### src/rtl/hvadd_pkg.sv
package hvadd_pkg;
    typedef enum logic [1:0] {
        OP_NONE,
        OP_MOD,
        OP_USAT,
        OP_SSAT
    } add_op_e;

    typedef enum logic {
        ST_CLEAR,
        ST_SET
    } sticky_e;

    localparam int unsigned INSN_W  = 32;
    localparam int unsigned PRIM_W  = 6;
    localparam int unsigned REG_W   = 5;
    localparam int unsigned XO_W    = 11;

    localparam logic [PRIM_W-1:0] PRIM_VEC = 6'd4;
    localparam logic [XO_W-1:0]   XO_MOD   = 11'd64;
    localparam logic [XO_W-1:0]   XO_USAT  = 11'd576;
    localparam logic [XO_W-1:0]   XO_SSAT  = 11'd832;
endpackage

### src/rtl/hvadd_decode.sv
module hvadd_decode
    import hvadd_pkg::*;
(
    input  logic [INSN_W-1:0] insn,
    output add_op_e           op,
    output logic [REG_W-1:0]  dst
);
    localparam int unsigned PRIM_LO = INSN_W - PRIM_W;
    localparam int unsigned DST_LO  = PRIM_LO - REG_W;

    logic [PRIM_W-1:0] prim;
    logic [XO_W-1:0]   xo;

    assign prim = insn[INSN_W-1:PRIM_LO];
    assign xo   = insn[XO_W-1:0];
    assign dst  = insn[PRIM_LO-1:DST_LO];

    always_comb begin
        op = OP_NONE;
        if (prim == PRIM_VEC) begin
            case (xo)
                XO_MOD:  op = OP_MOD;
                XO_USAT: op = OP_USAT;
                XO_SSAT: op = OP_SSAT;
                default: op = OP_NONE;
            endcase
        end
    end
endmodule

### src/rtl/hvadd_lane.sv
module hvadd_lane
    import hvadd_pkg::*;
#(
    parameter int unsigned W = 16
) (
    input  add_op_e      op,
    input  logic [W-1:0] a,
    input  logic [W-1:0] b,
    output logic [W-1:0] sum,
    output logic         clamped
);
    localparam logic [W-1:0] U_MAX = {W{1'b1}};
    localparam logic [W-1:0] S_MAX = {1'b0, {(W-1){1'b1}}};
    localparam logic [W-1:0] S_MIN = {1'b1, {(W-1){1'b0}}};

    logic [W:0] wide;
    logic       s_ov;

    assign wide = {1'b0, a} + {1'b0, b};
    assign s_ov = (a[W-1] == b[W-1]) && (wide[W-1] != a[W-1]);

    always_comb begin
        sum     = wide[W-1:0];
        clamped = 1'b0;
        unique case (op)
            OP_USAT: begin
                if (wide[W]) begin
                    sum     = U_MAX;
                    clamped = 1'b1;
                end
            end
            OP_SSAT: begin
                if (s_ov) begin
                    sum     = a[W-1] ? S_MIN : S_MAX;
                    clamped = 1'b1;
                end
            end
            OP_MOD, OP_NONE: begin
                sum     = wide[W-1:0];
                clamped = 1'b0;
            end
        endcase
    end
endmodule

### src/rtl/hvadd_sticky.sv
module hvadd_sticky
    import hvadd_pkg::*;
(
    input  logic clk,
    input  logic rst_n,
    input  logic set_evt,
    input  logic clr,
    output logic flag
);
    sticky_e state, state_nx;

    always_comb begin
        state_nx = state;
        unique case (state)
            ST_CLEAR: if (set_evt) state_nx = ST_SET;
            ST_SET:   if (clr && !set_evt) state_nx = ST_CLEAR;
        endcase
    end

    always_ff @(posedge clk) begin
        if (!rst_n) state <= ST_CLEAR;
        else        state <= state_nx;
    end

    always_comb begin
        unique case (state)
            ST_CLEAR: flag = 1'b0;
            ST_SET:   flag = 1'b1;
        endcase
    end

    p_set_wins_r8: assert property (@(posedge clk) disable iff (!rst_n)
        set_evt |=> flag);
    p_clear_r8: assert property (@(posedge clk) disable iff (!rst_n)
        (clr && !set_evt) |=> !flag);
    p_hold_r8: assert property (@(posedge clk) disable iff (!rst_n)
        (!clr && !set_evt) |=> $stable(flag));
endmodule

### src/rtl/hvadd_unit.sv
module hvadd_unit
    import hvadd_pkg::*;
#(
    parameter int unsigned LANES  = 8,
    parameter int unsigned LANE_W = 16,
    localparam int unsigned VEC_W = LANES * LANE_W
) (
    input  logic              clk,
    input  logic              rst_n,
    input  logic              issue,
    input  logic [INSN_W-1:0] insn,
    input  logic [VEC_W-1:0]  src_a,
    input  logic [VEC_W-1:0]  src_b,
    input  logic              sat_clr,
    output logic              res_valid,
    output logic [VEC_W-1:0]  res_data,
    output logic [REG_W-1:0]  res_dst,
    output logic              sat_flag
);
    add_op_e          dec_op;
    logic [REG_W-1:0] dec_dst;
    logic [VEC_W-1:0] lane_sum;
    logic [LANES-1:0] lane_clamp;
    logic             op_ok;
    logic             sat_evt;

    hvadd_decode u_decode (
        .insn (insn),
        .op   (dec_op),
        .dst  (dec_dst)
    );

    for (genvar g = 0; g < LANES; g++) begin : g_lane
        localparam int unsigned HI = VEC_W - 1 - g * LANE_W;
        hvadd_lane #(.W(LANE_W)) u_lane (
            .op      (dec_op),
            .a       (src_a[HI -: LANE_W]),
            .b       (src_b[HI -: LANE_W]),
            .sum     (lane_sum[HI -: LANE_W]),
            .clamped (lane_clamp[g])
        );
    end

    assign op_ok   = issue && (dec_op != OP_NONE);
    assign sat_evt = op_ok && (|lane_clamp);

    always_ff @(posedge clk) begin
        if (!rst_n) begin
            res_valid <= 1'b0;
            res_data  <= '0;
            res_dst   <= '0;
        end else begin
            res_valid <= op_ok;
            if (op_ok) begin
                res_data <= lane_sum;
                res_dst  <= dec_dst;
            end
        end
    end

    hvadd_sticky u_sticky (
        .clk     (clk),
        .rst_n   (rst_n),
        .set_evt (sat_evt),
        .clr     (sat_clr),
        .flag    (sat_flag)
    );

    p_mod_keeps_sat_r2: assert property (@(posedge clk) disable iff (!rst_n)
        (issue && dec_op == OP_MOD && !sat_clr) |=> $stable(sat_flag));
    p_unhandled_hold_r6: assert property (@(posedge clk) disable iff (!rst_n)
        (issue && dec_op == OP_NONE) |=> (!res_valid && $stable(res_data) && $stable(res_dst)));
    p_usat_no_wrap_r3: assert property (@(posedge clk) disable iff (!rst_n)
        (issue && dec_op == OP_USAT)
            |=> res_data[VEC_W-1 -: LANE_W] >= $past(src_a[VEC_W-1 -: LANE_W]));
    p_one_cycle_valid_r7: assert property (@(posedge clk) disable iff (!rst_n)
        !issue |=> !res_valid);
endmodule

### config.mk
export PLATFORM = sky130hd
export DESIGN_NAME = hvadd_unit
export DESIGN_NICKNAME = d
export VERILOG_FILES = /design/src/rtl/hvadd_pkg.sv /design/src/rtl/hvadd_decode.sv /design/src/rtl/hvadd_lane.sv /design/src/rtl/hvadd_sticky.sv /design/src/rtl/hvadd_unit.sv
export SDC_FILE = /design/constraint.sdc
export NUM_CORES = 1
export LEC_CHECK = 0
export CAP_MARGIN = 40
export CORE_AREA = 3 3 166 168
export DETAILED_ROUTE_END_ITERATION = 10
export DIE_AREA = 0 0 169 171
export PLACE_DENSITY = 0.87
export SKIP_CTS_REPAIR_TIMING = 1
export SLEW_MARGIN = 20
export SYNTH_ARGS = -nofsm -noshare
export SYNTH_HDL_FRONTEND = slang
export SYNTH_SLANG_ARGS = --single-unit
### constraint.sdc
create_clock -name clk -period 3.4 [get_ports clk]
set_input_delay 0.51 -clock clk [delete_from_list [all_inputs] [get_ports clk]]
set_output_delay 0.51 -clock clk [all_outputs]
set_load 0.02 [all_outputs]
==> After elaboration in Yosys (flattened, before gate mapping) <==
Cells that the tools add are included.
Widths: inputs -> output; s select.
{ "word_totals": {"elab_cells": 114, "output_inout_bits": 135, "inputBits": 292, "regBits": 135} }
{ "classes": {"bitwise_logic": 1, "n_addsub": 8, "reduce_logical": 16, "n_eq_ne": 23, "n_mux": 62} }
{ "op_table": {"columns": ["cell", "count"], "rows": [
  ["$mux 16", 24],
  ["$pmux 16 s3", 8],
  ["$add 16x16->17", 8],
  ["$pmux 1 s3", 8],
  ["$eq 11x10->1 const B", 2],
  ["$mux 1", 18],
  ["$eq 11x7->1 const B", 1],
  ["$logic_and 1x1->1", 11],
  ["$eq 1x1->1", 8],
  ["$ne 1x1->1", 8],
  ["$reduce_or 8->1", 1],
  ["$eq 6x3->1 const B", 1],
  ["$pmux 2 s3", 1],
  ["$eq 2x2->1 const B", 2],
  ["$pmux 1 s2", 2],
  ["$eq 2x1->1 const B", 1],
  ["$logic_not 2->1", 1],
  ["$mux 2", 1],
  ["$reduce_bool 2->1", 1],
  ["$reduce_or 2->1", 1],
  ["$logic_not 1->1", 1],
  ["$not 1->1", 1]
]} }

==> Logic depth before layout (Yosys ltp) <==
Gate-level depths: netlist of run 1.
{ "logic_depth": {"word_depth": 12, "mapped_depth": 12, "depth_no_buf": 11} }

==> Cells and area by module <==
From an unflattened synthesis of run 1, not the netlist that was laid out.
{ "hier_totals": {"hier_cells": 1723, "area_unflattened_um2": 13573.0} }
{ "modules_own_cells": {"columns": ["module", "n_inst", "cells_per_inst", "area_each_um2"], "rows": [
  ["hvadd_unit", 1, 583, 5296.3],
  ["hvadd_lane (g_lane[1].u_lane ...)", 3, 148, 1058.5],
  ["hvadd_lane (g_lane[4].u_lane ...)", 3, 138, 992.2],
  ["hvadd_lane (g_lane[7].u_lane)", 1, 138, 1013.5],
  ["hvadd_lane (g_lane[0].u_lane)", 1, 127, 964.7],
  ["hvadd_decode", 1, 14, 105.1],
  ["hvadd_sticky", 1, 3, 41.3]
]} }

==> Least setup slack after synthesis of run 1 <==
OpenSTA, ideal clock, no wires.
{ "synth_timing": {"path_kind": "input -> register", "from": "input src_a[80]", "to": "register res_data[85]", "slack_ns": 0.380, "arrival_time_ns": 2.901, "path_buffers": 1, "cell_stages": 11, "required_time_ns": 3.281, "setup_ns": 0.119, "cell_sequence": "ha_1 fa_1 a211oi_1 o21a_1 nor3_1 o31a_1 o311a_1 o21ai_4 o211ai_4 buf_6 o221a_1"} }
{ "synth_via": {"elab_chain_cells": 5} }
{ "synth_rtl": {"columns": ["item", "line", "source"], "rows": [
  ["start: declaration", "hvadd_unit.sv:12", "input logic [VEC_W-1:0] src_a,"],
  ["$add 16x16->17 *", "hvadd_lane.sv:19", "assign wide = {1'b0, a} + {1'b0, b};"],
  ["$ne 1x1->1", "hvadd_lane.sv:20", "assign s_ov = (a[W-1] == b[W-1]) && (wide[W-1] != a[W-1]);"],
  ["$logic_and 1x1->1", "hvadd_lane.sv:20", null],
  ["$mux 16", "hvadd_lane.sv:33", "if (s_ov) begin"],
  ["$pmux 16 s3 *", "hvadd_lane.sv:25", "unique case (op)"],
  ["end signal: assignment", "hvadd_unit.sv:55", "res_data <= lane_sum;"],
  ["end: declaration", "hvadd_unit.sv:16", "output logic [VEC_W-1:0] res_data,"]
]} }
Every way passes the cells marked *; elsewhere a longest branch is shown, timed or not.
A chain may end at the register's enable or synchronous reset.

==> Final worst setup path of run 1 <==
{ "layout_timing": {"from": "input src_a[80]", "to": "register res_data[82]"} }
Same word-level chain as after synthesis.

==> results.md, run 1 <==
* CTS Buf Count at 17
* Final Non-Filler Cells at 2273
* CP Launch Type: input port
* Area added between synthesis and finish at 51.0%
* F_max at 0.309 GHz
* Number of port buffers at 416
* Initial antenna violation count at 3
* Pwr Density at 323 nW/um2
* Initial Utilization at 43.2%
* Final period util at 95.2%
* Area contributors post-synth: dfxtp_1 (24%), ha_1 (14%), a21oi_1 (9.5%), o21ai_0 (7.0%), xnor2_1 (4.4%)
* Vias at 13.1k
* Register area share after synthesis at 24.0%
* Drt via density at 5.76
* Initial DRC count at 1002
* Routed WL at 43.4 mm
* FF-to-FF path depth at 5
* Wire per inst at 19.1 um
* Slew Limit Fails at 0
* Top cells by count, synth: a21oi_1 (214), o21ai_0 (157), dfxtp_1 (135), ha_1 (128), nand2_1 (127)
* Layout cells sized above 1 at 8.94%
* Setup crit start: src_a[80]
* R2r setup slk at 2.35 ns
* GRT Residual Overflow at 0
* Top cell type's share of synthesized area at 24.0%
* Pin count of the biggest net entering global routing at 64
* Warnings, synthesis at 0
* Worst-Skew Late Latency at 0.42 ns
* RSZ-0062 raised after global routing: false
* Post-synthesis net count at 1883
* Pre-antenna DRT Iters at 6
* Leakage power at 7.06 nW
* First-pass GRT wire length at 66.4 mm
* Worst EP required at 3.70 ns
* Endpoints failing setup at 0
* Setup WS post-layout at 0.164 ns
* Die area at 28900 um2
* Total track usage at 28.3%
* Asr flop ratio synth at 0%
* Total clock sinks at 135
* Worst EP arrival at 3.54 ns
* Post-Syn Instances at 1455
* Post-synthesis cell type count at 78
* Clock root buffer: clkbuf_16
* Worst r2r src: u_sticky.state$_SDFF_PN0_
* RR Endpoint: u_sticky.state$_SDFF_PN0_
* Pin slew with the least headroom to its limit at 0.791 ns
* Clock Skew at 0 ns
* Fin crit period at 3.24 ns
* Synth Area per Inst at 7.73 um2
* Post-layout power at 5.48 mW
* Crit-path max FO at 14
* Synth Register Bits at 135
* Min-Delay Path Class: reg -> reg
* Post-synth top area cell: dfxtp_1
* Peak VDD IR at 0.294 mV
* Critical path class: in -> reg
* Most used DFF post-synth: dfxtp_1
* Cell area after synthesis at 11200 um2
* Status: finished clean
* Top-count cell post-synth: a21oi_1
* Final Hold Viols at 0
* CTS Buffer Depth at 2
* Post-route ant nets at 0
* Placed wire-length estimate at 34.4 mm
* TritonCTS clock tree: done
* Worst Setup EP: res_data[82]$_SDFFE_PN0P_
* Chip height at 171 um
* Max-cap violations at 0
* Pre-CTS setup slack at -0.337 ns
* # nets final at 2351
* Row count at 59
* Die width at 169 um
* Slew HR at 47.2%
* Number of remaining DRC errors at 0
* Gpl congestion at 0.936
* Vias in the first global route at 12.9k
* Number of synthesized flops with an enable pin at 0
* H-tree Lvls at 4
* Reg clk slew, reported paths at 0.06 ns
* Boundary pin count at 427
* Core area at 26100 um2
* Setup crit end kind: flop
* Dpl cells at 2239
-- worst max-delay path, stage by stage --
cell and delay, ns:
clkdlybuf4s50_1 0.45, ha_1 0.26, fa_1 0.41, a211oi_2 0.25
o21a_1 0.19, nor3_1 0.06, o31a_1 0.30, o311a_1 0.38
o21ai_4 0.21, o211ai_4 0.21, o221a_2 0.30
-- flip-flops by register name, summed over array words and instances (netlist names) --
signal and cells:
res_data 128, res_dst 5, res_valid 1, u_sticky.state 1
-- cell type report --
type / instances / area [um2]
fillers: 2141 / 9080
multi-input cells: 1226 / 8180
repair buffers: 512 / 4910
flip-flops and latches: 135 / 2700
clock buffers: 17 / 425
well taps: 335 / 419
clock inverters: 15 / 218
inverters: 31 / 116
diodes: 2 / 5.00
-- cell usage in the layout (no fill, tap or decap), types with 5 or more instances in the layout --
cell             instances
nand3_1                 30
a21oi_1                214
and2_1                   5
fa_1                     8
a21o_1                  46
nand2b_1                 7
o21a_1                  22
xor2_1                  31
clkbuf_16               17
xnor2_1                 57
buf_4                   95
nor2_1                 125
ha_1                   128
o21bai_1                19
nor3_1                  31
dfxtp_1                135
or3_1                    9
nor3_2                   6
clkinv_4                 5
nor4_1                  13
and3_1                   9
inv_1                   31
nor2b_1                 10
o31ai_1                 10
o21ai_0                157
a211oi_1                31
clkdlybuf4s50_1        415
a211o_1                  6
o221a_2                  9
o221a_1                 10
a31oi_1                 12
nand2_1                127
nand4_1                 15
o211ai_1                 8
-- power breakdown --
| group | total [mW] | leakage (nW) | internal, mW | switching (mW) |
|---|---|---|---|---|
| clock | 2.07 | 0.316 | 1.25 | 0.822 |
| combinational | 1.82 | 5.66 | 0.934 | 0.891 |
| sequential | 1.58 | 1.09 | 1.58 | 0.0000206 |
| total | 5.48 | 7.06 | 3.77 | 1.71 |
-- through the flow --
stage | instance area [um2] | utilization, % | TNS [ns] | hold WS [ns]
after floorplan | 11200 | - | 0 | 0.530
after global placement | 16300 | 62.6 | -3.93 | 0.437
after detailed placement | 16300 | 62.6 | -7.06 | 0.450
after CTS | 17000 | 65.1 | 0 | 0.459
after global routing | 17000 | 65.2 | 0 | 0.477
final | 17000 | 65.2 | 0 | 0.455
-- worst min path at each step --
stage | start | end | slack, ns | cells past startpoint
after global routing | rst_n | res_data[6]$_SDFFE_PN0P_ | 0.48 | 3
after CTS | res_dst[0]$_SDFFE_PN0P_ | res_dst[0]$_SDFFE_PN0P_ | 0.46 | 2
after floorplan | res_dst[0]$_SDFFE_PN0P_ | res_dst[0]$_SDFFE_PN0P_ | 0.53 | 2
after detailed placement | res_dst[0]$_SDFFE_PN0P_ | res_dst[0]$_SDFFE_PN0P_ | 0.45 | 2
after global placement | res_dst[0]$_SDFFE_PN0P_ | res_dst[0]$_SDFFE_PN0P_ | 0.44 | 2
final | res_dst[0]$_SDFFE_PN0P_ | res_dst[0]$_SDFFE_PN0P_ | 0.45 | 2
-- layer usage --
| metal | up-vias | global-route usage [%] | part of all wire (%) |
|---|---|---|---|
| met5 | - | 0 | 0.030 |
| met4 | 2 | 10.8 | 3.2 |
| met1 | 6142 | 33.1 | 40 |
| li1 | 6324 | - | - |
| met3 | 96 | 6.77 | 7.3 |
| met2 | 520 | 50.4 | 49 |
-- cell families (layout without fill, tap and decap cells) --
kind of cell             Yosys count  after routing  synth area share (%)
XOR/XNOR                          88             88                  6.85
AO/OA/AOI/OAI                    592            592                  32.9
AND/OR/NAND/NOR                  406            406                  16.7
other                              0              2                     0
flip-flops                       135            135                  24.0
adder cells (fa/ha/maj)          136            136                  15.7
multiplexers                       4              4                 0.378
buffers and inverters             94            575                  3.40
(Power assumes the default switching activity.)
==> inputs of run 2 (changes only) <==
--- a/config.mk
+++ b/config.mk
@@ -9,7 +9,7 @@
 export CORE_AREA = 3 3 166 168
 export DETAILED_ROUTE_END_ITERATION = 10
 export DIE_AREA = 0 0 169 171
-export PLACE_DENSITY = 0.87
+export PLACE_DENSITY_LB_ADDON = 0.1
 export SKIP_CTS_REPAIR_TIMING = 1
 export SLEW_MARGIN = 20
 export SYNTH_ARGS = -nofsm -noshare
==> run 2 against run 1 <==
  * Routed wire length fell by 5.5%
  * Register-to-register slack barely moved
  * Sequential power barely moved
==> results.md, run 2 (synthesis results as in run 1) <==
* RR Endpoint: u_sticky.state$_SDFF_PN0_
* Final period util at 95.3% (+0.11 points)
* Multi-input logic area at 8180 um2 (unchanged)
* Gpl congestion at 0.967 (+3.3%)
* FF-to-FF path depth at 5 (unchanged)
* Fin area at 16900 um2 (-0.18%)
* # nets final at 2355 (+0.17%)
* Critical path depth in cells at 11 (unchanged)
* Setup crit end kind: flop
* Pin slew with the least headroom to its limit at 0.752 ns (-0.0390 ns)
* Slowest cell on the critical path: fa_1
* R2r setup slk at 2.34 ns (about the same)
* TritonCTS clock tree: done
* Setup WS post-layout at 0.160 ns (-0.00363 ns)
* Initial DRC count at 672 (-33%)
* CP Cell Sequence: clkdlybuf4s50_1, ha_1, fa_1, a211oi_1, o21a_1, nor3_1, o31a_1, o311a_1, o21ai_4, o211ai_4, o221a_2
* Crit-path max FO at 14 (unchanged)
* Commonest non-fill, non-tap cells in the layout: clkdlybuf4s50_1 (415), a21oi_1 (214), o21ai_0 (157)
* Worst-Skew Late Latency at 0.43 ns (about the same)
* CP max stage delay at 0.41 ns (-0.04 ns)
* Worst Setup EP: res_data[80]$_SDFFE_PN0P_
* Endpoints failing setup at 0 (unchanged)
* Fin crit period at 3.24 ns (+0.00363 ns)
* Core area at 26100 um2 (unchanged)
* Number of remaining DRC errors at 0 (unchanged)
* Row count at 59 (unchanged)
* CP Launch Type: input port
* Clock Skew at 0 ns (unchanged)
* Leakage power at 7.03 nW (-0.35%)
* Largest register by flop count: res_data
* Pin count of the biggest net entering global routing at 52 (-19%)
* Vias in the first global route at 12.1k (-6.1%)
* Worst EP required at 3.71 ns (about the same)
* Peak VDD IR at 0.299 mV (+1.9%)
* Min-Delay Path Class: reg -> reg
* CTS Buffer Depth at 2 (unchanged)
* Total clock sinks at 135 (unchanged)
* Initial antenna violation count at 5 (+2)
* Layout cells sized above 1 at 9.07% (+0.14 points)
* Area added between synthesis and finish at 50.7%
* Placed wire-length estimate at 32.8 mm (-4.6%)
* Pre-CTS setup slack at -0.273 ns (+0.0640 ns)
* Reg area at 2700 um2 (unchanged)
* CP bufs+invs at 1 (unchanged)
* H-tree Lvls at 4 (unchanged)
* Setup crit start: src_a[80]
* F_max at 0.309 GHz (-0.11%)
* Chip height at 171 um (unchanged)
* GRT Residual Overflow at 0 (unchanged)
* RSZ-0062 raised after global routing: false
* CTS Buf Count at 17 (unchanged)
* Routed WL at 41.0 mm (-5.5%)
* Dpl cells at 2243 (+0.18%)
* Top delay family on crit path: compound AO/OA/AOI/OAI gates
* Final Non-Filler Cells at 2279 (+0.26%)
* Initial Utilization at 43.2% (unchanged)
* Worst r2r src: u_sticky.state$_SDFF_PN0_
* Number of port buffers at 416 (unchanged)
* Post-layout power at 5.26 mW (-4.1%)
* First-pass GRT wire length at 62.6 mm (-5.8%)
* Final Hold Viols at 0 (unchanged)
* Clock root buffer: clkbuf_16
* Pwr Density at 310 nW/um2 (-3.9%)
* Pre-antenna DRT Iters at 5 (-1)
* Reg clk slew, reported paths at 0.06 ns (about the same)
* Top flop regs: res_data: 128 flops, res_dst: 5 flops
* Drt via density at 5.59 (-2.8%)
* Boundary pin count at 427 (unchanged)
* Max-cap violations at 0 (unchanged)
* Placed Instance Area at 16400 um2 (+0.21%)
* # fillers at 2332 (+8.9%)
* Slew HR at 49.8% (+2.6 points)
* Critical path class: in -> reg
* Wire per inst at 18.0 um (-5.8%)
* Post-route ant nets at 0 (unchanged)
* Die width at 169 um (unchanged)
* Slew Limit Fails at 0 (unchanged)
* Status: finished clean
* Commonest non-fill, non-tap cell in the layout: clkdlybuf4s50_1
* Worst EP arrival at 3.56 ns (+0.02 ns)
* Total Neg Setup Slack at 0 ns (unchanged)
* Die area at 28900 um2 (unchanged)
* Total track usage at 26.8% (-1.5 points)
* Vias at 12.8k (-2.5%)
* Largest register FFs at 128 (unchanged)
[run 2: changes by cell type in the layout (fill, tap and decap cells not counted), moves of 2 or more]
cell        previous run  this run
buf_4                 95        99
clkinvlp_4             0         4
clkinv_4               5         2
bufinv_16              4         2
clkinv_2               1         3
diode_2                2         4
inv_8                  2         0
[run 2: layout make-up]
| cell class | instances | share of cell area (%) |
|---|---|---|
| timing repair buffer | 516 | 29.1 |
| multi-input combinational | 1226 | 48.3 |
| clock buffer | 18 | 2.53 |
| antenna | 4 | 0.0591 |
| inverter | 31 | 0.687 |
| sequential | 135 | 15.9 |
| tap | 335 | 2.47 |
| clock inverter | 14 | 0.879 |
[run 2: per-stage QoR]
stage                     util [%]  hold slack, ns
final                         65.0           0.455
after detailed placement      62.8           0.448
after floorplan                  -           0.530
after global routing          65.0           0.473
after CTS                     65.0           0.456
after global placement        62.8           0.440
[run 2: metal layers]
| metal | global-route usage (%) | part of all wire [%] | up-vias |
|---|---|---|---|
| met5 | 0 | 0.032 | - |
| met4 | 10.8 | 3.1 | 2 |
| met3 | 6.49 | 7.5 | 68 |
| met2 | 47.2 | 49 | 446 |
| met1 | 31.5 | 41 | 5899 |
| li1 | - | - | 6336 |
[run 2: how the worst min path moves through the flow]
| stage | depth (start not counted) | to | start |
|---|---|---|---|
| after detailed placement | 2 | res_dst[2]$_SDFFE_PN0P_ | res_dst[2]$_SDFFE_PN0P_ |
| after global placement | 2 | res_dst[0]$_SDFFE_PN0P_ | res_dst[0]$_SDFFE_PN0P_ |
| after floorplan | 2 | res_dst[0]$_SDFFE_PN0P_ | res_dst[0]$_SDFFE_PN0P_ |
| final | 2 | res_dst[1]$_SDFFE_PN0P_ | res_dst[1]$_SDFFE_PN0P_ |
| after global routing | 2 | res_dst[4]$_SDFFE_PN0P_ | res_dst[4]$_SDFFE_PN0P_ |
| after CTS | 2 | res_dst[2]$_SDFFE_PN0P_ | res_dst[2]$_SDFFE_PN0P_ |
[run 2: where the power goes]
group          leakage [nW]  switching (mW)  internal, mW
logic                  5.67           0.865         0.930
registers              1.09       0.0000192          1.58
clock network         0.273           0.795          1.08
total                  7.03            1.66          3.60
[run 2: worst min-delay path, stage by stage (launching register included)]
cell	delay, ns
dfxtp_1	0.31
nand2_1	0.05
a21oi_1	0.05
==> inputs of run 3 (changes only) <==
--- a/config.mk
+++ b/config.mk
@@ -5,10 +5,11 @@
 export SDC_FILE = /design/constraint.sdc
 export NUM_CORES = 1
 export LEC_CHECK = 0
+export ABC_AREA = 0
 export CAP_MARGIN = 40
-export CORE_AREA = 3 3 166 168
+export CORE_MARGIN = 8
+export CORE_UTILIZATION = 46
 export DETAILED_ROUTE_END_ITERATION = 10
-export DIE_AREA = 0 0 169 171
 export PLACE_DENSITY_LB_ADDON = 0.1
 export SKIP_CTS_REPAIR_TIMING = 1
 export SLEW_MARGIN = 20
==> run 3 against run 2 <==
  * Total power shrank 2.2%
  * Clock skew is the same
  * Core utilization grew 4.3 points
  * Critical endpoint is now u_sticky.state$_SDFF_PN0_
  * Highest routed layer is now met4
==> results.md, run 3 (synthesis results as in run 1) <==
* Total track usage at 27.7% (+0.85 points)
* Die area at 29700 um2 (+2.8%)
* GRT Residual Overflow at 0 (unchanged)
* Top delay family on crit path: compound AO/OA/AOI/OAI gates
* Commonest non-fill, non-tap cell in the layout: clkdlybuf4s50_1
* Gpl congestion at 0.909 (-5.9%)
* Commonest non-fill, non-tap cells in the layout: clkdlybuf4s50_1 (415), a21oi_1 (214), o21ai_0 (157)
* F_max at 0.312 GHz (+0.93%)
* Row count at 57 (-3.4%)
* Slew Limit Fails at 0 (unchanged)
* Total clock sinks at 135 (unchanged)
* TritonCTS clock tree: done
* R2r setup slk at 2.32 ns (-0.02 ns)
* Layout cells sized above 1 at 8.26% (-0.81 points)
* Largest register FFs at 128 (unchanged)
* Drt via density at 5.69 (+1.7%)
* Vias at 12.8k (+0.47%)
* Worst Setup EP: u_sticky.state$_SDFF_PN0_
* Die width at 172 um (+2.0%)
* Clock Skew at 0 ns (unchanged)
* Slowest cell on the critical path: clkdlybuf4s50_1
* Worst EP arrival at 3.51 ns (-0.05 ns)
* Status: finished clean
* Fin crit period at 3.21 ns (-0.0299 ns)
* Initial antenna violation count at 3 (-2)
* Largest register by flop count: res_data
* Crit-path max FO at 3 (-11)
* Pin count of the biggest net entering global routing at 64 (+23%)
* # nets final at 2339 (-0.68%)
* Worst-Skew Late Latency at 0.43 ns (about the same)
* CP Launch Type: input port
* Reg clk slew, reported paths at 0.06 ns (about the same)
* Worst EP required at 3.70 ns (about the same)
* Max-cap violations at 0 (unchanged)
* Critical path depth in cells at 13 (+2)
* Total Neg Setup Slack at 0 ns (unchanged)
* Leakage power at 6.94 nW (-1.4%)
* Number of port buffers at 416 (unchanged)
* Clock root buffer: clkbuf_16
* Area added between synthesis and finish at 49.1%
* Routed WL at 42.4 mm (+3.3%)
* RR Endpoint: u_sticky.state$_SDFF_PN0_
* Slew HR at 47.9% (-1.9 points)
* Vias in the first global route at 12.5k (+3.2%)
* Final Hold Viols at 0 (unchanged)
* Boundary pin count at 427 (unchanged)
* RSZ-0062 raised after global routing: false
* Initial DRC count at 810 (+21%)
* CP bufs+invs at 2 (+1)
* Initial Utilization at 46.5% (+3.4 points)
* CTS Buffer Depth at 2 (unchanged)
* Wire per inst at 18.8 um (+4.6%)
* CTS Buf Count at 17 (unchanged)
* Core area at 24200 um2 (-7.2%)
* Number of remaining DRC errors at 0 (unchanged)
* H-tree Lvls at 4 (unchanged)
* Pre-antenna DRT Iters at 5 (unchanged)
* Peak VDD IR at 0.270 mV (-10%)
* Top flop regs: res_data: 128 flops, res_dst: 5 flops
* Pin slew with the least headroom to its limit at 0.781 ns (+0.0286 ns)
* Setup crit start: src_a[80]
* Final period util at 94.4% (-0.88 points)
* First-pass GRT wire length at 65.5 mm (+4.6%)
* Post-route ant nets at 0 (unchanged)
* Placed wire-length estimate at 34.0 mm (+3.7%)
* CP max stage delay at 0.41 ns (about the same)
* Chip height at 172 um (+0.80%)
* Worst r2r src: u_sticky.state$_SDFF_PN0_
* Worst hold slack at 0.454 ns (-0.00129 ns)
* Critical path class: in -> reg
* Min-Delay Path Class: reg -> reg
* FF-to-FF path depth at 5 (unchanged)
* Setup crit end kind: flop
* Endpoints failing setup at 0 (unchanged)
* CP Cell Sequence: clkdlybuf4s50_1, ha_1, fa_1, a211oi_1, o21a_1, nor3_1, o31a_1, o311a_1, o21ai_4, buf_4, nand2_1, nor4_1, a31oi_1
* Pwr Density at 307 nW/um2 (-1.1%)
[run 3: how the worst min path moves through the flow]
stage / from / endpoint / cells after the start
2_1_floorplan: res_dst[0]$_SDFFE_PN0P_ / res_dst[0]$_SDFFE_PN0P_ / 2
3_3_place_gp: res_dst[3]$_SDFFE_PN0P_ / res_dst[3]$_SDFFE_PN0P_ / 2
3_5_place_dp: res_data[113]$_SDFFE_PN0P_ / res_data[113]$_SDFFE_PN0P_ / 2
4_1_cts: res_data[113]$_SDFFE_PN0P_ / res_data[113]$_SDFFE_PN0P_ / 2
5_1_grt: res_dst[1]$_SDFFE_PN0P_ / res_dst[1]$_SDFFE_PN0P_ / 2
6_report: res_data[113]$_SDFFE_PN0P_ / res_data[113]$_SDFFE_PN0P_ / 2
[run 3: area by class of cell]
class / instances / area (um2)
Clock buffer: 20 / 457
Clock inverter: 12 / 95.1
Inverter: 31 / 116
Sequential cell: 135 / 2700
Multi-Input combinational cell: 1226 / 8180
Antenna cell: 4 / 10.0
Fill cell: 2061 / 7410
Tap cell: 324 / 405
Timing Repair Buffer: 500 / 4800
[run 3: metal layers]
layer / wire, um / vias to the layer above / track usage [%]
met3: 3440 / 69 / 7.51
li1: - / 6294 / -
met1: 17000 / 6000 / 32.2
met5: 0 / - / 0
met2: 20900 / 448 / 48.2
met4: 1080 / 0 / 9.71
[run 3: per-stage QoR]
| step | util, % | cell area, um2 | setup slack, ns | cells | power (mW) |
|---|---|---|---|---|---|
| 4_1_cts | 69.3 | 16800 | 0.193 | 2248 | 5.15 |
| 6_report | 69.4 | 16800 | 0.190 | 2252 | 5.14 |
| 5_1_grt | 69.4 | 16800 | 0.00577 | 2251 | 5.41 |
| 2_1_floorplan | - | 11200 | 0.380 | 1455 | 2.70 |
| 3_3_place_gp | 67.0 | 16200 | -0.136 | 2216 | 3.34 |
| 3_5_place_dp | 67.0 | 16200 | -0.236 | 2216 | 3.37 |
[run 3: power breakdown]
group,internal (mW),switching [mW],total [mW]
logic,0.917,0.859,1.78
registers,1.58,0.0000184,1.58
clock network,0.981,0.804,1.79
[run 3: worst min-delay path, delay by kind of cell (launching register included)]
kind	cells	cell delay [ns]
simple gates	1	0.05
flops	1	0.31
compound gates	1	0.05
